### config.mk
export PLATFORM = sky130hd
export DESIGN_NAME = or16_sc_mac
export DESIGN_NICKNAME = d
export VERILOG_FILES = /design/src/rtl/sc_mac_pkg.sv /design/src/rtl/sc_lfsr.sv /design/src/rtl/sc_row_cell.sv /design/src/rtl/sc_stream_ctrl.sv /design/src/rtl/or16_sc_mac.sv
export SDC_FILE = /design/constraint.sdc
export NUM_CORES = 1
export LEC_CHECK = 0
export BUFFER_PORTS_ARGS = -buffer_cell sky130_fd_sc_hd__buf_2
export CAP_MARGIN = 20
export CORE_MARGIN = 1
export CORE_UTILIZATION = 30
export DETAILED_ROUTE_END_ITERATION = 8
export PLACE_DENSITY = 0.52
export SKIP_CTS_REPAIR_TIMING = 1
export SLEW_MARGIN = 20
export SYNTH_ARGS = -nofsm -noshare
export SYNTH_HDL_FRONTEND = slang
export SYNTH_SLANG_ARGS = --single-unit
### constraint.sdc
create_clock -name clk -period 8.3 [get_ports clk]
set_clock_uncertainty 0.1 [all_clocks]
set_input_delay 1.66 -clock clk [delete_from_list [all_inputs] [get_ports clk]]
set_output_delay 1.66 -clock clk [all_outputs]
set_load 0.01 [all_outputs]
### src/rtl/sc_mac_pkg.sv
package sc_mac_pkg;
    localparam int ROWS_DEF     = 16;
    localparam int DW_DEF       = 8;
    localparam int CW_DEF       = 10;
    localparam int LEN_FAST_DEF = 64;
    localparam int LEN_FULL_DEF = 256;
    localparam logic [7:0] SEED_A_DEF = 8'h5A;
    localparam logic [7:0] SEED_W_DEF = 8'hC3;
    localparam logic [7:0] TAPS_A_DEF = 8'hB8;
    localparam logic [7:0] TAPS_W_DEF = 8'h8E;
endpackage

### src/rtl/sc_lfsr.sv
module sc_lfsr #(
    parameter int          DW   = 8,
    parameter logic [DW-1:0] TAPS = 8'hB8,
    parameter logic [DW-1:0] SEED = 8'h5A
) (
    input  logic          clk,
    input  logic          rst_n,
    input  logic          load,
    input  logic          step,
    output logic [DW-1:0] sample
);
    logic [DW-1:0] state_d, state_q;

    always_comb begin
        state_d = state_q;
        if (load)
            state_d = SEED;
        else if (step)
            state_d = {state_q[DW-2:0], ^(state_q & TAPS)};
    end

    always_ff @(posedge clk or negedge rst_n) begin
        if (!rst_n) state_q <= SEED;
        else        state_q <= state_d;
    end

    assign sample = state_q;

    // the generator never locks up in the all-zero state
    p_lfsr_nonzero_r4: assert property (@(posedge clk) disable iff (!rst_n)
        state_q != '0);
endmodule

### src/rtl/sc_row_cell.sv
module sc_row_cell #(
    parameter int DW  = 8,
    parameter int PB  = 2,
    parameter int ROW = 0
) (
    input  logic [DW-1:0] samp_a,
    input  logic [DW-1:0] samp_w,
    input  logic [DW-1:0] opnd_a,
    input  logic [DW-1:0] opnd_w,
    output logic          prod
);
    localparam int LW = DW - PB;
    localparam logic [2*PB-1:0] RID    = ROW[2*PB-1:0];
    localparam logic [PB-1:0]   CELL_A = RID[2*PB-1:PB];
    localparam logic [PB-1:0]   CELL_W = RID[PB-1:0];

    logic in_cell_a, in_cell_w, bit_a, bit_w;

    always_comb begin
        in_cell_a = (samp_a[DW-1 -: PB] == CELL_A);
        in_cell_w = (samp_w[DW-1 -: PB] == CELL_W);
        bit_a     = in_cell_a && (samp_a[LW-1:0] < opnd_a[DW-1:PB]);
        bit_w     = in_cell_w && (samp_w[LW-1:0] < opnd_w[DW-1:PB]);
        prod      = bit_a & bit_w;
    end
endmodule

### src/rtl/sc_stream_ctrl.sv
module sc_stream_ctrl #(
    parameter int CW       = 10,
    parameter int LEN_FAST = 64,
    parameter int LEN_FULL = 256
) (
    input  logic          clk,
    input  logic          rst_n,
    input  logic          start,
    input  logic          len_sel,
    input  logic          or_bit,
    output logic          gen_load,
    output logic          gen_step,
    output logic [CW-1:0] count,
    output logic          done
);
    typedef struct packed {
        logic          busy;
        logic          done;
        logic          len;
        logic [CW-1:0] cnt;
        logic [CW-1:0] idx;
    } ctrl_t;

    ctrl_t ctl_d, ctl_q;
    logic  last;

    always_comb begin
        ctl_d    = ctl_q;
        ctl_d.done = 1'b0;
        gen_load = 1'b0;
        gen_step = 1'b0;
        last     = (ctl_q.idx == (ctl_q.len ? CW'(LEN_FULL - 1) : CW'(LEN_FAST - 1)));
        if (!ctl_q.busy) begin
            if (start) begin
                ctl_d.busy = 1'b1;
                ctl_d.len  = len_sel;
                ctl_d.cnt  = '0;
                ctl_d.idx  = '0;
                gen_load   = 1'b1;
            end
        end else begin
            gen_step  = 1'b1;
            ctl_d.cnt = ctl_q.cnt + CW'(or_bit);
            ctl_d.idx = ctl_q.idx + 1'b1;
            if (last) begin
                ctl_d.busy = 1'b0;
                ctl_d.done = 1'b1;
            end
        end
    end

    always_ff @(posedge clk or negedge rst_n) begin
        if (!rst_n) ctl_q <= '0;
        else        ctl_q <= ctl_d;
    end

    assign count = ctl_q.cnt;
    assign done  = ctl_q.done;

    // completion is a single-cycle pulse
    p_done_pulse_r6: assert property (@(posedge clk) disable iff (!rst_n)
        done |=> !done);
    // the count cannot exceed the longest stream
    p_count_bound_r5: assert property (@(posedge clk) disable iff (!rst_n)
        count <= CW'(LEN_FULL));
    // a start during a pass does not end the pass
    p_start_ignored_r7: assert property (@(posedge clk) disable iff (!rst_n)
        (ctl_q.busy && !last && start) |=> ctl_q.busy);
    // an accepted start clears the count
    p_count_clear_r8: assert property (@(posedge clk) disable iff (!rst_n)
        (!ctl_q.busy && start) |=> (count == '0));
endmodule

### src/rtl/or16_sc_mac.sv
module or16_sc_mac
    import sc_mac_pkg::*;
#(
    parameter int ROWS     = ROWS_DEF,
    parameter int DW       = DW_DEF,
    parameter int CW       = CW_DEF,
    parameter int LEN_FAST = LEN_FAST_DEF,
    parameter int LEN_FULL = LEN_FULL_DEF,
    parameter logic [DW-1:0] SEED_A = SEED_A_DEF,
    parameter logic [DW-1:0] SEED_W = SEED_W_DEF,
    parameter logic [DW-1:0] TAPS_A = TAPS_A_DEF,
    parameter logic [DW-1:0] TAPS_W = TAPS_W_DEF
) (
    input  logic                 clk,
    input  logic                 rst_n,
    input  logic                 start,
    input  logic                 len_sel,
    input  logic [ROWS*DW-1:0]   act,
    input  logic [ROWS*DW-1:0]   wgt,
    output logic [CW-1:0]        count,
    output logic                 done
);
    localparam int PB = $clog2(ROWS) / 2;

    logic [DW-1:0]   samp_a, samp_w;
    logic [ROWS-1:0] prods;
    logic            or_bit, gen_load, gen_step;

    sc_lfsr #(.DW(DW), .TAPS(TAPS_A), .SEED(SEED_A)) u_gen_a (
        .clk(clk), .rst_n(rst_n), .load(gen_load), .step(gen_step), .sample(samp_a));

    sc_lfsr #(.DW(DW), .TAPS(TAPS_W), .SEED(SEED_W)) u_gen_w (
        .clk(clk), .rst_n(rst_n), .load(gen_load), .step(gen_step), .sample(samp_w));

    for (genvar r = 0; r < ROWS; r++) begin : g_row
        sc_row_cell #(.DW(DW), .PB(PB), .ROW(r)) u_cell (
            .samp_a(samp_a),
            .samp_w(samp_w),
            .opnd_a(act[r*DW +: DW]),
            .opnd_w(wgt[r*DW +: DW]),
            .prod  (prods[r]));
    end

    assign or_bit = |prods;

    sc_stream_ctrl #(.CW(CW), .LEN_FAST(LEN_FAST), .LEN_FULL(LEN_FULL)) u_ctrl (
        .clk(clk), .rst_n(rst_n), .start(start), .len_sel(len_sel), .or_bit(or_bit),
        .gen_load(gen_load), .gen_step(gen_step), .count(count), .done(done));

    // disjoint cells mean the OR tree never sees two ones
    p_one_row_r3: assert property (@(posedge clk) disable iff (!rst_n)
        $onehot0(prods));
endmodule

== After elaboration in Yosys (flattened, before gate mapping) ==
Cells that the tools add are included.

* Register bits after elaboration: 39
* Input bits: 260
* Output and inout bits: 11
* Logic and storage cells: 118

* Add/sub/neg operators: 2
* $lt $le $gt $ge: 32
* Equal/unequal tests: 7
* Mux-type cells: 13
* Bitwise logic cells: 17
* Reductions and logical operators: 40

{| class="wikitable"
|+ Operator list
! cell !! number
|-
| < comparator 6 bit || 32
|-
| two-way mux 20 bit || 2
|-
| two-way mux 8 bit || 5
|-
| logical AND 1 bit || 32
|-
| bitwise AND 1 bit || 16
|-
| OR reduction 16 bit || 1
|-
| XOR reduction 8 bit || 2
|-
| adder 10 x 1 -> 10 bit || 1
|-
| adder 10 x 1 -> 10 bit (second input constant) || 1
|-
| == test 10 bit || 1
|-
| == test 2 bit (second input constant) || 4
|-
| two-way mux 1 bit || 5
|-
| == test 2 x 1 -> 1 bit (second input constant) || 2
|-
| logical NOT 2 bit || 2
|-
| nonzero test 2 bit || 2
|-
| two-way mux 2 bit || 1
|-
| AND reduction 2 bit || 1
|-
| NOT 1 bit || 1
|}

== Depth between registers and ports, before layout ==
Gate-level depths: netlist of the first run.

* Depth in word-level cells: 6
* Mapped depth: 14
* Mapped depth without buffers: 14

== Cells and area by module ==
From an unflattened synthesis of the first run, not the netlist that was laid out.

* Cell total of the unflattened synthesis: 765
* Area total of the unflattened synthesis: 6299.8 µm²

{| class="wikitable"
|+ By module, submodules not included
! module !! times used !! cells an instance !! area an instance (µm²)
|-
| sc_stream_ctrl || 1 || 118 || 1236.2
|-
| sc_row_cell (g_row[10].u_cell ...) || 4 || 37 || 266.5
|-
| sc_row_cell (g_row[13].u_cell ...) || 4 || 36 || 266.5
|-
| sc_row_cell (g_row[1].u_cell ...) || 2 || 37 || 281.5
|-
| sc_row_cell (g_row[11].u_cell ...) || 2 || 36 || 275.3
|-
| sc_lfsr (u_gen_a) || 1 || 29 || 361.6
|-
| sc_lfsr (u_gen_w) || 1 || 29 || 347.8
|-
| sc_row_cell (g_row[0].u_cell) || 1 || 37 || 279.0
|-
| sc_row_cell (g_row[15].u_cell) || 1 || 36 || 272.8
|-
| sc_row_cell (g_row[12].u_cell) || 1 || 36 || 264.0
|-
| sc_row_cell (g_row[3].u_cell) || 1 || 37 || 261.5
|-
| or16_sc_mac || 1 || 5 || 31.3
|}

== Worst setup path before layout of the first run ==
No wires, ideal clock.

* Path type: input-to-reg
* Start point: input act[87]
* End point: register u_ctrl.ctl_q, in the netlist u_ctrl.count[9]
* Data arrival time: 3.761 ns
* Required time: 8.123 ns
* Setup slack: 4.362 ns
* Stages: 14
* Path buffers: 0
* Cell sequence: inv_1 ha_1 nand2_1 o32ai_1 nor3_1 or4_1 nor4_2 nand3_1 ha_1 nand4_1 nor2_1 nand4_1 nand3_1 o21ai_1

* Cells in the longest elaborated chain, start to end: 6

{| class="wikitable"
|+ Ends and longest elaborated chain
! element !! line !! text
|-
| from (decl) || or16_sc_mac.sv:18 || <nowiki>input logic [ROWS*DW-1:0] act,</nowiki>
|-
| < comparator 6 bit || sc_row_cell.sv:22 || <nowiki>bit_a = in_cell_a && (samp_a[LW-1:0] < opnd_a[DW-1:PB]);</nowiki>
|-
| logical AND 1 bit || sc_row_cell.sv:22 ||
|-
| bitwise AND 1 bit || sc_row_cell.sv:24 || <nowiki>prod = bit_a & bit_w;</nowiki>
|-
| OR reduction 16 bit || or16_sc_mac.sv:44 || <nowiki>assign or_bit = |prods;</nowiki>
|-
| adder 10 x 1 -> 10 bit || sc_stream_ctrl.sv:43 || <nowiki>ctl_d.cnt = ctl_q.cnt + CW'(or_bit);</nowiki>
|-
| two-way mux 20 bit || sc_stream_ctrl.sv:33 || <nowiki>if (!ctl_q.busy) begin</nowiki>
|-
| to (signal assigned) || sc_stream_ctrl.sv:54 || <nowiki>else ctl_q <= ctl_d;</nowiki>
|-
| to (decl) || sc_stream_ctrl.sv:24 || <nowiki>ctrl_t ctl_d, ctl_q;</nowiki>
|}

Every way passes these cells.
A chain may end at the register's enable or synchronous reset.

== Worst setup path in the final report of the first run ==
* Start point: input act[59]
* End point: register u_ctrl.ctl_q, in the netlist u_ctrl.count[9]

The elaborated chain is that of the path after synthesis.

==> impl_metrics.ini, run 1 <==
[outcome]
outcome = complete, no violations

[global_routing]
gr-total-overflow = 0
grt_usage = 0.1891
grt_max_degree = 40
antenna_found_initial = 1
grt_pass1_wl_microns = 29270
grt_pass1_vias = 5505

[setup_path]
r2r-start = u_gen_a.sample[3]$_DFFE_PN1P_
path_class = in -> reg
setup.worst_path.start_class = primary input
crit_arrival_ns = 4.35
critPathMaxFanout = 4
r2r_end = u_ctrl.count[9]$_DFFE_PN0P_
reg2reg_depth = 12
reg2reg_slack_ns = 4.51
end_kind = register
required_ns = 8.36

[pwr]
p_clk_frac = 0.093
pwr-share-seq = 0.276
p_per_area_nw_per_um2 = 270.9
intPower_mw = 0.9838
p_comb_frac = 0.631
p_sw_frac = 0.5021
p_sw_mw = 0.9922
p_leak_nw = 4.159
peakVddDrop_uv = 182.3

[synthesis]
syn_inst = 767
synthTopCellsByArea = ha_1, dfrtp_1, inv_1
ys_warn_count = 0
synth.avg_cell_area_sq_um = 7.647
ys_seq_area_frac = 0.1681
ys_ff_latch = 39
synth_top_area_cell = ha_1
synth_cell_types = 35
syn_area_sq_um = 5866
syn_nets = 1190
netlist.area_leader.share = 0.3477

[floorplanning]
dieArea_sq_um = 20120
core-area_sq_um = 18960
die_y_microns = 141.8
die_w_microns = 141.8
start_util = 0.3094
rows = 50
ioPinCount = 271

[sta]
hold-worst-slack_ns = 0.3704
relSlewSlack = 0.4175
period_needed_ns = 4.288
setup_violations = 0
period_share = 0.5166
tns_ns = 0
hold_viol = 0
drv_slew = 0
clock.fmax_mhz = 233.2
setup_ws_ns = 4.012
tightest_slew_ns = 0.8738
rsz0062_at_grt = no

[placement]
place_inst = 1219
dpl.hpwl_microns = 14950
dpl_worst_slack_ns = 3.701
port_buffers = 206
dpl_cell_area_sq_um = 7154
place_congestion = 0.8443

[layout]
layout_common_cells = buf_2, ha_1, inv_1
fin_nets = 1389
final_area_sq_um = 7296
nFillCells = 2055
n_antenna_cell = 0
layout_commonest_cell = buf_2
final_cell_count_no_fill = 1227
drive_gt1_frac = 0.2399
area_growth_pct = 24.38

[detailed_routing]
first_iter_violations = 198
detail-route-antenna-nets = 0
routed_wl_microns = 18860
first_pass_iters = 4
viasPerCell = 4.656
wl_per_cell_microns = 15.37
drc = 0
routed-via-count = 5713

[cts]
cts_max_level = 2
cts-root-buf = clkbuf_16
cts_sinks = 39
cts_tree = yes
clkSlewWorstSetupHoldPaths_ns = 0.06
clk_latency_ns = 0.28
cts_max_path_buffers = 2
cts_buffers = 5

[run]
drv_cap = 0

[hold_path]
hold_path.class = reg -> reg
min_to = u_ctrl.ctl_q[9]$_DFFE_PN0P_
hold_depth = 1
min_from = u_ctrl.ctl_q[9]$_DFFE_PN0P_
critical path: stages:
cell	delay [ns]
buf_2	0.08
inv_1	0.03
ha_1	0.28
a21oi_1	0.19
o32ai_1	0.12
a2111oi_0	0.70
nor4_2	0.14
nand3_1	0.19
ha_1	0.21
nand4_1	0.11
nor2_1	0.28
nand4_1	0.16
nand3_1	0.10
o21ai_1	0.08
how the worst max path moves through the flow:
stage | cells past startpoint | slack [ns] | to | from
final | 14 | 4.01 | u_ctrl.count[9]$_DFFE_PN0P_ | act[59]
after global placement | 14 | 3.69 | u_ctrl.count[9]$_DFFE_PN0P_ | act[59]
after detailed placement | 14 | 3.70 | u_ctrl.count[9]$_DFFE_PN0P_ | act[59]
after floorplan | 14 | 4.36 | u_ctrl.count[9]$_DFFE_PN0P_ | act[87]
after global routing | 14 | 3.72 | u_ctrl.count[9]$_DFFE_PN0P_ | act[59]
after CTS | 14 | 3.98 | u_ctrl.count[9]$_DFFE_PN0P_ | act[59]
kinds of logic after synthesis:
kind of cell    Yosys count  synth area share
buf+inv                 183            0.1235
xor+xnor                 12           0.01792
fa+ha+maj               163            0.3477
flops                    39            0.1681
compound gates          153            0.1617
mux                       1          0.001920
simple gates            216            0.1792
layer usage:
| layer | share of wire | track usage | vias up |
|---|---|---|---|
| met3 | 0.036 | 0.01924 | 11 |
| met1 | 0.49 | 0.2603 | 2530 |
| met4 | 0.0058 | 0.02377 | 0 |
| met5 | 0 | 0 | - |
| li1 | - | - | 3056 |
| met2 | 0.47 | 0.3256 | 116 |
power groups by stage:
stage,sequential (mW),clock (mW),combinational [mW]
after CTS,0.553,0.190,1.27
after detailed placement,0.555,0,1.26
after global placement,0.551,0,1.24
after global routing,0.568,0.198,1.47
after floorplan,0.449,0,0.898
final,0.545,0.185,1.25
sequential cells by signal, indices dropped and copies added, names as in the netlist:
register,count
u_gen_a.sample,8
u_gen_w.sample,8
u_ctrl.done,1
u_ctrl.ctl_q,12
u_ctrl.count,10
through the flow:
stage	utilization	power, mW
2_1_floorplan	-	1.347
3_3_place_gp	0.3774	1.796
5_1_grt	0.3849	2.231
6_report	0.3849	1.976
4_1_cts	0.3849	2.012
3_5_place_dp	0.3774	1.817
cells in the mapped netlist:
cell type	instances
nand2_1	76
nor2_1	28
clkbuf_1	10
a221oi_1	4
nand2b_1	32
o211ai_1	2
a21oi_1	67
nor4_2	1
o22ai_1	20
a211oi_1	1
nand3_1	22
xor2_1	2
inv_2	1
dfstp_2	8
or4_1	1
a22oi_1	9
xnor2_1	10
inv_1	162
nor3_1	16
nand4_1	30
nor2b_1	4
ha_1	163
and3_1	1
o21ai_1	7
a31o_2	2
dfrtp_1	31
or3_1	3
a2111oi_0	3
mux2_2	1
buf_4	10
nor4_1	2
a22o_1	7
o31ai_1	3
o21ai_0	12
o32ai_1	16
final cells by class:
type                    instances  area (sq um)  area share
clock buffers                   6         128.9     0.01766
well taps                     260         325.3     0.04459
inverters                     163         611.8     0.08386
repair buffers                212          1076      0.1475
clock inverters                 2         12.51    0.001715
multi-input cells             545          4155      0.5695
flip-flops and latches         39         985.9      0.1351
(Power assumes the default switching activity.)
==> run 2: changes to the inputs <==
==> constraint.sdc (replaced) <==
create_clock -name clk -period 4.4 [get_ports clk]
set_clock_uncertainty 0.1 [all_clocks]
set_input_delay 0.88 -clock clk [delete_from_list [all_inputs] [get_ports clk]]
set_output_delay 0.88 -clock clk [all_outputs]
set_load 0.01 [all_outputs]
==> impl_metrics.ini, run 2 (synthesis gave the netlist of run 1 again) <==
[sta]
period_share = 0.8264
rsz0062_at_grt = no
clock.fmax_mhz = 275.0
hold_viol = 0
tightest_slew_ns = 0.9223
drv_slew = 0
tns_ns = 0
relSlewSlack = 0.3852
setup_ws_ns = 0.7640
setup_violations = 0
period_needed_ns = 3.636

[pwr]
p_comb_frac = 0.634
intPower_mw = 1.950
p_sw_frac = 0.4910
pwr-share-seq = 0.259
p_sw_mw = 1.881
p_clk_frac = 0.108
p_leak_nw = 4.214
p_per_area_nw_per_um2 = 518.5
peakVddDrop_uv = 276.2

[global_routing]
grt_max_degree = 40
use_met2 = 0.3391
gr-total-overflow = 0
grt_usage = 0.1897
antenna_found_initial = 2
grt_pass1_wl_microns = 29460
grt_pass1_vias = 5711
grtUsageMet3 = 0.01620
use_met1 = 0.2514
top_usage_layer = met2

[placement]
port_buffers = 206
place_inst = 1227
place_congestion = 0.8653
dpl.hpwl_microns = 15120
dpl_worst_slack_ns = 0.6200

[cts]
cts-root-buf = clkbuf_16
cts_tree = yes
clk_latency_ns = 0.28
clkSlewWorstSetupHoldPaths_ns = 0.06
cts_max_path_buffers = 2
cts_buffers = 5
cts_sinks = 39
cts_max_level = 2

[setup_path]
crit_arrival_ns = 3.70
path_class = reg -> reg
end_kind = register
critPathMaxFanout = 18
required_ns = 4.47
setup.worst_path.start_class = register

[layout]
layout_common_cells = buf_2, ha_1, inv_1
largest_reg_flops = 12
nFillCells = 2060
layout_commonest_cell = buf_2
largest_register = u_ctrl.ctl_q
final_util = 0.3898
final_cell_count_no_fill = 1237
largest_registers = u_ctrl.ctl_q x12, u_ctrl.count x10
drive_gt1_frac = 0.2472
area_growth_pct = 25.96
fin_nets = 1397

[floorplanning]
core-area_sq_um = 18960
dieArea_sq_um = 20120
rows = 50
die_w_microns = 141.8
ioPinCount = 271
die_y_microns = 141.8
start_util = 0.3094

[detailed_routing]
routed_wl_microns = 18910
first_iter_violations = 220
routed-via-count = 5749
wl_per_cell_microns = 15.29
viasPerCell = 4.648
drc = 0
first_pass_iters = 4
detail-route-antenna-nets = 0

[run]
drv_cap = 0

[hold_path]
hold_path.class = reg -> reg

[outcome]
outcome = complete, no violations
-- run 2: cell count changes in the layout (fill, tap and decap cells not counted), sizes merged --
cell      previous run  this run
clkbuf               6         5
clkinvlp             1         0
bufinv               0         1
clkinv               1         2
buf                212       220
diode                0         2
-- run 2: critical path, stage by stage (launching register included) --
cell,delay (ns)
dfrtp_1,0.94
ha_1,0.39
nand4_1,0.10
o32ai_1,0.07
a2111oi_0,0.63
nor4_2,0.15
nand3_1,0.19
ha_1,0.21
nand4_1,0.10
nor2_1,0.28
nand4_1,0.17
nand3_1,0.11
o21ai_1,0.08
-- run 2: power by group through the flow --
| stage | clock, mW | sequential [mW] | combinational, mW |
|---|---|---|---|
| after global routing | 0.434 | 1.04 | 2.85 |
| after floorplan | 0 | 0.847 | 1.69 |
| after CTS | 0.420 | 1.00 | 2.47 |
| final | 0.412 | 0.991 | 2.43 |
| after detailed placement | 0 | 1.01 | 2.45 |
| after global placement | 0 | 1.01 | 2.43 |
-- run 2: layout make-up --
cell class              instances  area (sq um)  share of cell area
diodes                          2         5.005           0.0006774
repair buffers                220          1136              0.1538
clock buffers                   5         125.1             0.01693
multi-input cells             545          4155              0.5624
clock inverters                 3         43.79            0.005927
well taps                     260         325.3             0.04403
inverters                     163         611.8             0.08281
flip-flops and latches         39         985.9              0.1334
-- run 2: final timing paths --
path	slack, ns	cells past startpoint	startpoint	endpoint
setup / recovery	0.76	12	u_gen_w.sample[4]$_DFFE_PN0P_	u_ctrl.count[9]$_DFFE_PN0P_
hold / removal	0.37	1	u_ctrl.ctl_q[9]$_DFFE_PN0P_	u_ctrl.ctl_q[9]$_DFFE_PN0P_
setup reg to reg	0.76	12	u_gen_w.sample[4]$_DFFE_PN0P_	u_ctrl.count[9]$_DFFE_PN0P_
hold reg to reg	0.37	1	u_ctrl.ctl_q[9]$_DFFE_PN0P_	u_ctrl.ctl_q[9]$_DFFE_PN0P_
max in group asynchronous	3.04	1	rst_n	u_gen_w.sample[4]$_DFFE_PN0P_
min in group asynchronous	0.61	1	rst_n	u_ctrl.count[9]$_DFFE_PN0P_
-- run 2: metal layers --
layer | vias up | wire length (microns)
li1 | 3078 | -
met1 | 2518 | 9067
met2 | 142 | 8933
met3 | 11 | 758
met4 | 0 | 154
met5 | - | 0
-- run 2: stage by stage --
stage / area, sq um / hold WS, ns / power, mW
finish: 7388 / 0.3706 / 3.831
global route: 7388 / 0.4175 / 4.330
CTS: 7383 / 0.3738 / 3.890
detailed placement: 7214 / 0.3630 / 3.457
global placement: 7214 / 0.3618 / 3.432
floorplan: 5866 / 0.3418 / 2.542
==> run 3: changes to the inputs <==
==> constraint.sdc (replaced) <==
create_clock -name clk -period 3.4 [get_ports clk]
set_clock_uncertainty 0.1 [all_clocks]
set_input_delay 0.68 -clock clk [delete_from_list [all_inputs] [get_ports clk]]
set_output_delay 0.68 -clock clk [all_outputs]
set_load 0.01 [all_outputs]
==> impl_metrics.ini, run 3 (synthesis gave the netlist of run 1 again) <==
[placement]
dpl.hpwl_microns = 15920
place_congestion = 0.8628
dpl_worst_slack_ns = -0.1418
dpl_cell_area_sq_um = 7340
port_buffers = 206

[setup_path]
path_class = reg -> reg
required_ns = 3.50
end_kind = register
crit_arrival_ns = 3.29
critPathMaxFanout = 8
setup.worst_path.start_class = register

[floorplanning]
core-area_sq_um = 18960
die_w_microns = 141.8
dieArea_sq_um = 20120
ioPinCount = 271
die_y_microns = 141.8
rows = 50
start_util = 0.3094

[sta]
rsz0062_at_grt = no
setup_violations = 0
tns_ns = 0
period_share = 0.9375
hold-worst-slack_ns = 0.3846
drv_slew = 0
setup_ws_ns = 0.2124
hold_viol = 0
clock.fmax_mhz = 313.7
period_needed_ns = 3.188
tightest_slew_ns = 0.8605
relSlewSlack = 0.4115

[global_routing]
gr-total-overflow = 0
grtUsageMet3 = 0.02464
use_met2 = 0.3461
use_met1 = 0.2625
antenna_found_initial = 2
grt_max_degree = 40
grt_pass1_wl_microns = 30530
top_usage_layer = met2
grt_usage = 0.1975
grt_pass1_vias = 5788

[cts]
cts-root-buf = clkbuf_16
clkSlewWorstSetupHoldPaths_ns = 0.06
cts_buffers = 5
cts_max_level = 2
cts_sinks = 39
cts_tree = yes
cts_max_path_buffers = 2
clk_latency_ns = 0.28

[layout]
layout_commonest_cell = buf_2
fin_nets = 1414
drive_gt1_frac = 0.2702
final_area_sq_um = 7547
largest_registers = u_ctrl.ctl_q x12, u_ctrl.count x10
area_growth_pct = 28.67
largest_register = u_ctrl.ctl_q
layout_common_cells = buf_2, ha_1, inv_1
largest_reg_flops = 12

[detailed_routing]
routed-via-count = 5898
drc = 0
wl_per_cell_microns = 15.67
routed_wl_microns = 19630
first_pass_iters = 4
first_iter_violations = 217
detail-route-antenna-nets = 0
viasPerCell = 4.707

[run]
drv_cap = 0

[pwr]
peakVddDrop_uv = 332.5
p_per_area_nw_per_um2 = 683.4
p_leak_nw = 4.300

[outcome]
outcome = complete, no violations

[hold_path]
hold_path.class = reg -> reg
run 3: where the power goes:
part,internal [mW],total (mW),switching [mW]
sequential,0.715,1.11,0.397
clock,0.290,0.460,0.170
combinational,1.63,3.58,1.95
total,2.64,5.16,2.52
run 3: final timing paths:
path | end | slack (ns) | start | cells after the start
setup / recovery | u_ctrl.count[9]$_DFFE_PN0P_ | 0.21 | u_gen_a.sample[1]$_DFFE_PN1P_ | 13
hold / removal | u_ctrl.count[9]$_DFFE_PN0P_ | 0.38 | u_ctrl.count[9]$_DFFE_PN0P_ | 1
setup reg to reg | u_ctrl.count[9]$_DFFE_PN0P_ | 0.21 | u_gen_a.sample[1]$_DFFE_PN1P_ | 13
hold reg to reg | u_ctrl.count[9]$_DFFE_PN0P_ | 0.38 | u_ctrl.count[9]$_DFFE_PN0P_ | 1
max in group asynchronous | u_gen_a.sample[2]$_DFFE_PN0P_ | 2.15 | rst_n | 1
min in group asynchronous | u_ctrl.count[9]$_DFFE_PN0P_ | 0.42 | rst_n | 1
run 3: cell type report:
type	count	area, sq um
Antenna cell	1	2.502
Multi-Input combinational cell	545	4190
Clock inverter	1	5.005
Timing Repair Buffer	237	1276
Fill cell	2034	11410
Sequential cell	39	993.5
Clock buffer	7	142.6
Tap cell	260	325.3
Inverter	163	611.8
run 3: per-stage QoR:
stage | cells | total power [mW] | utilization
2_1_floorplan | 767 | 3.289 | -
3_3_place_gp | 1242 | 4.597 | 0.3872
3_5_place_dp | 1242 | 4.651 | 0.3872
4_1_cts | 1250 | 5.146 | 0.3950
5_1_grt | 1253 | 5.786 | 0.3982
6_report | 1253 | 5.158 | 0.3982
run 3: metal layers:
metal	vias to the layer above	routed length, microns
met4	0	200
met3	12	957
li1	3099	-
met5	-	0
met2	142	9390
met1	2645	9080
run 3: worst max-delay path: stages, from the launching register on:
cell	delay, ns
dfstp_2	0.65
ha_1	0.19
a21oi_1	0.04
o32ai_1	0.31
nor3_1	0.09
or4_1	0.59
nor4_4	0.21
nand3_2	0.15
ha_1	0.26
nand4_1	0.12
nor2_2	0.08
nand4_1	0.13
nand3_1	0.08
o21ai_1	0.09
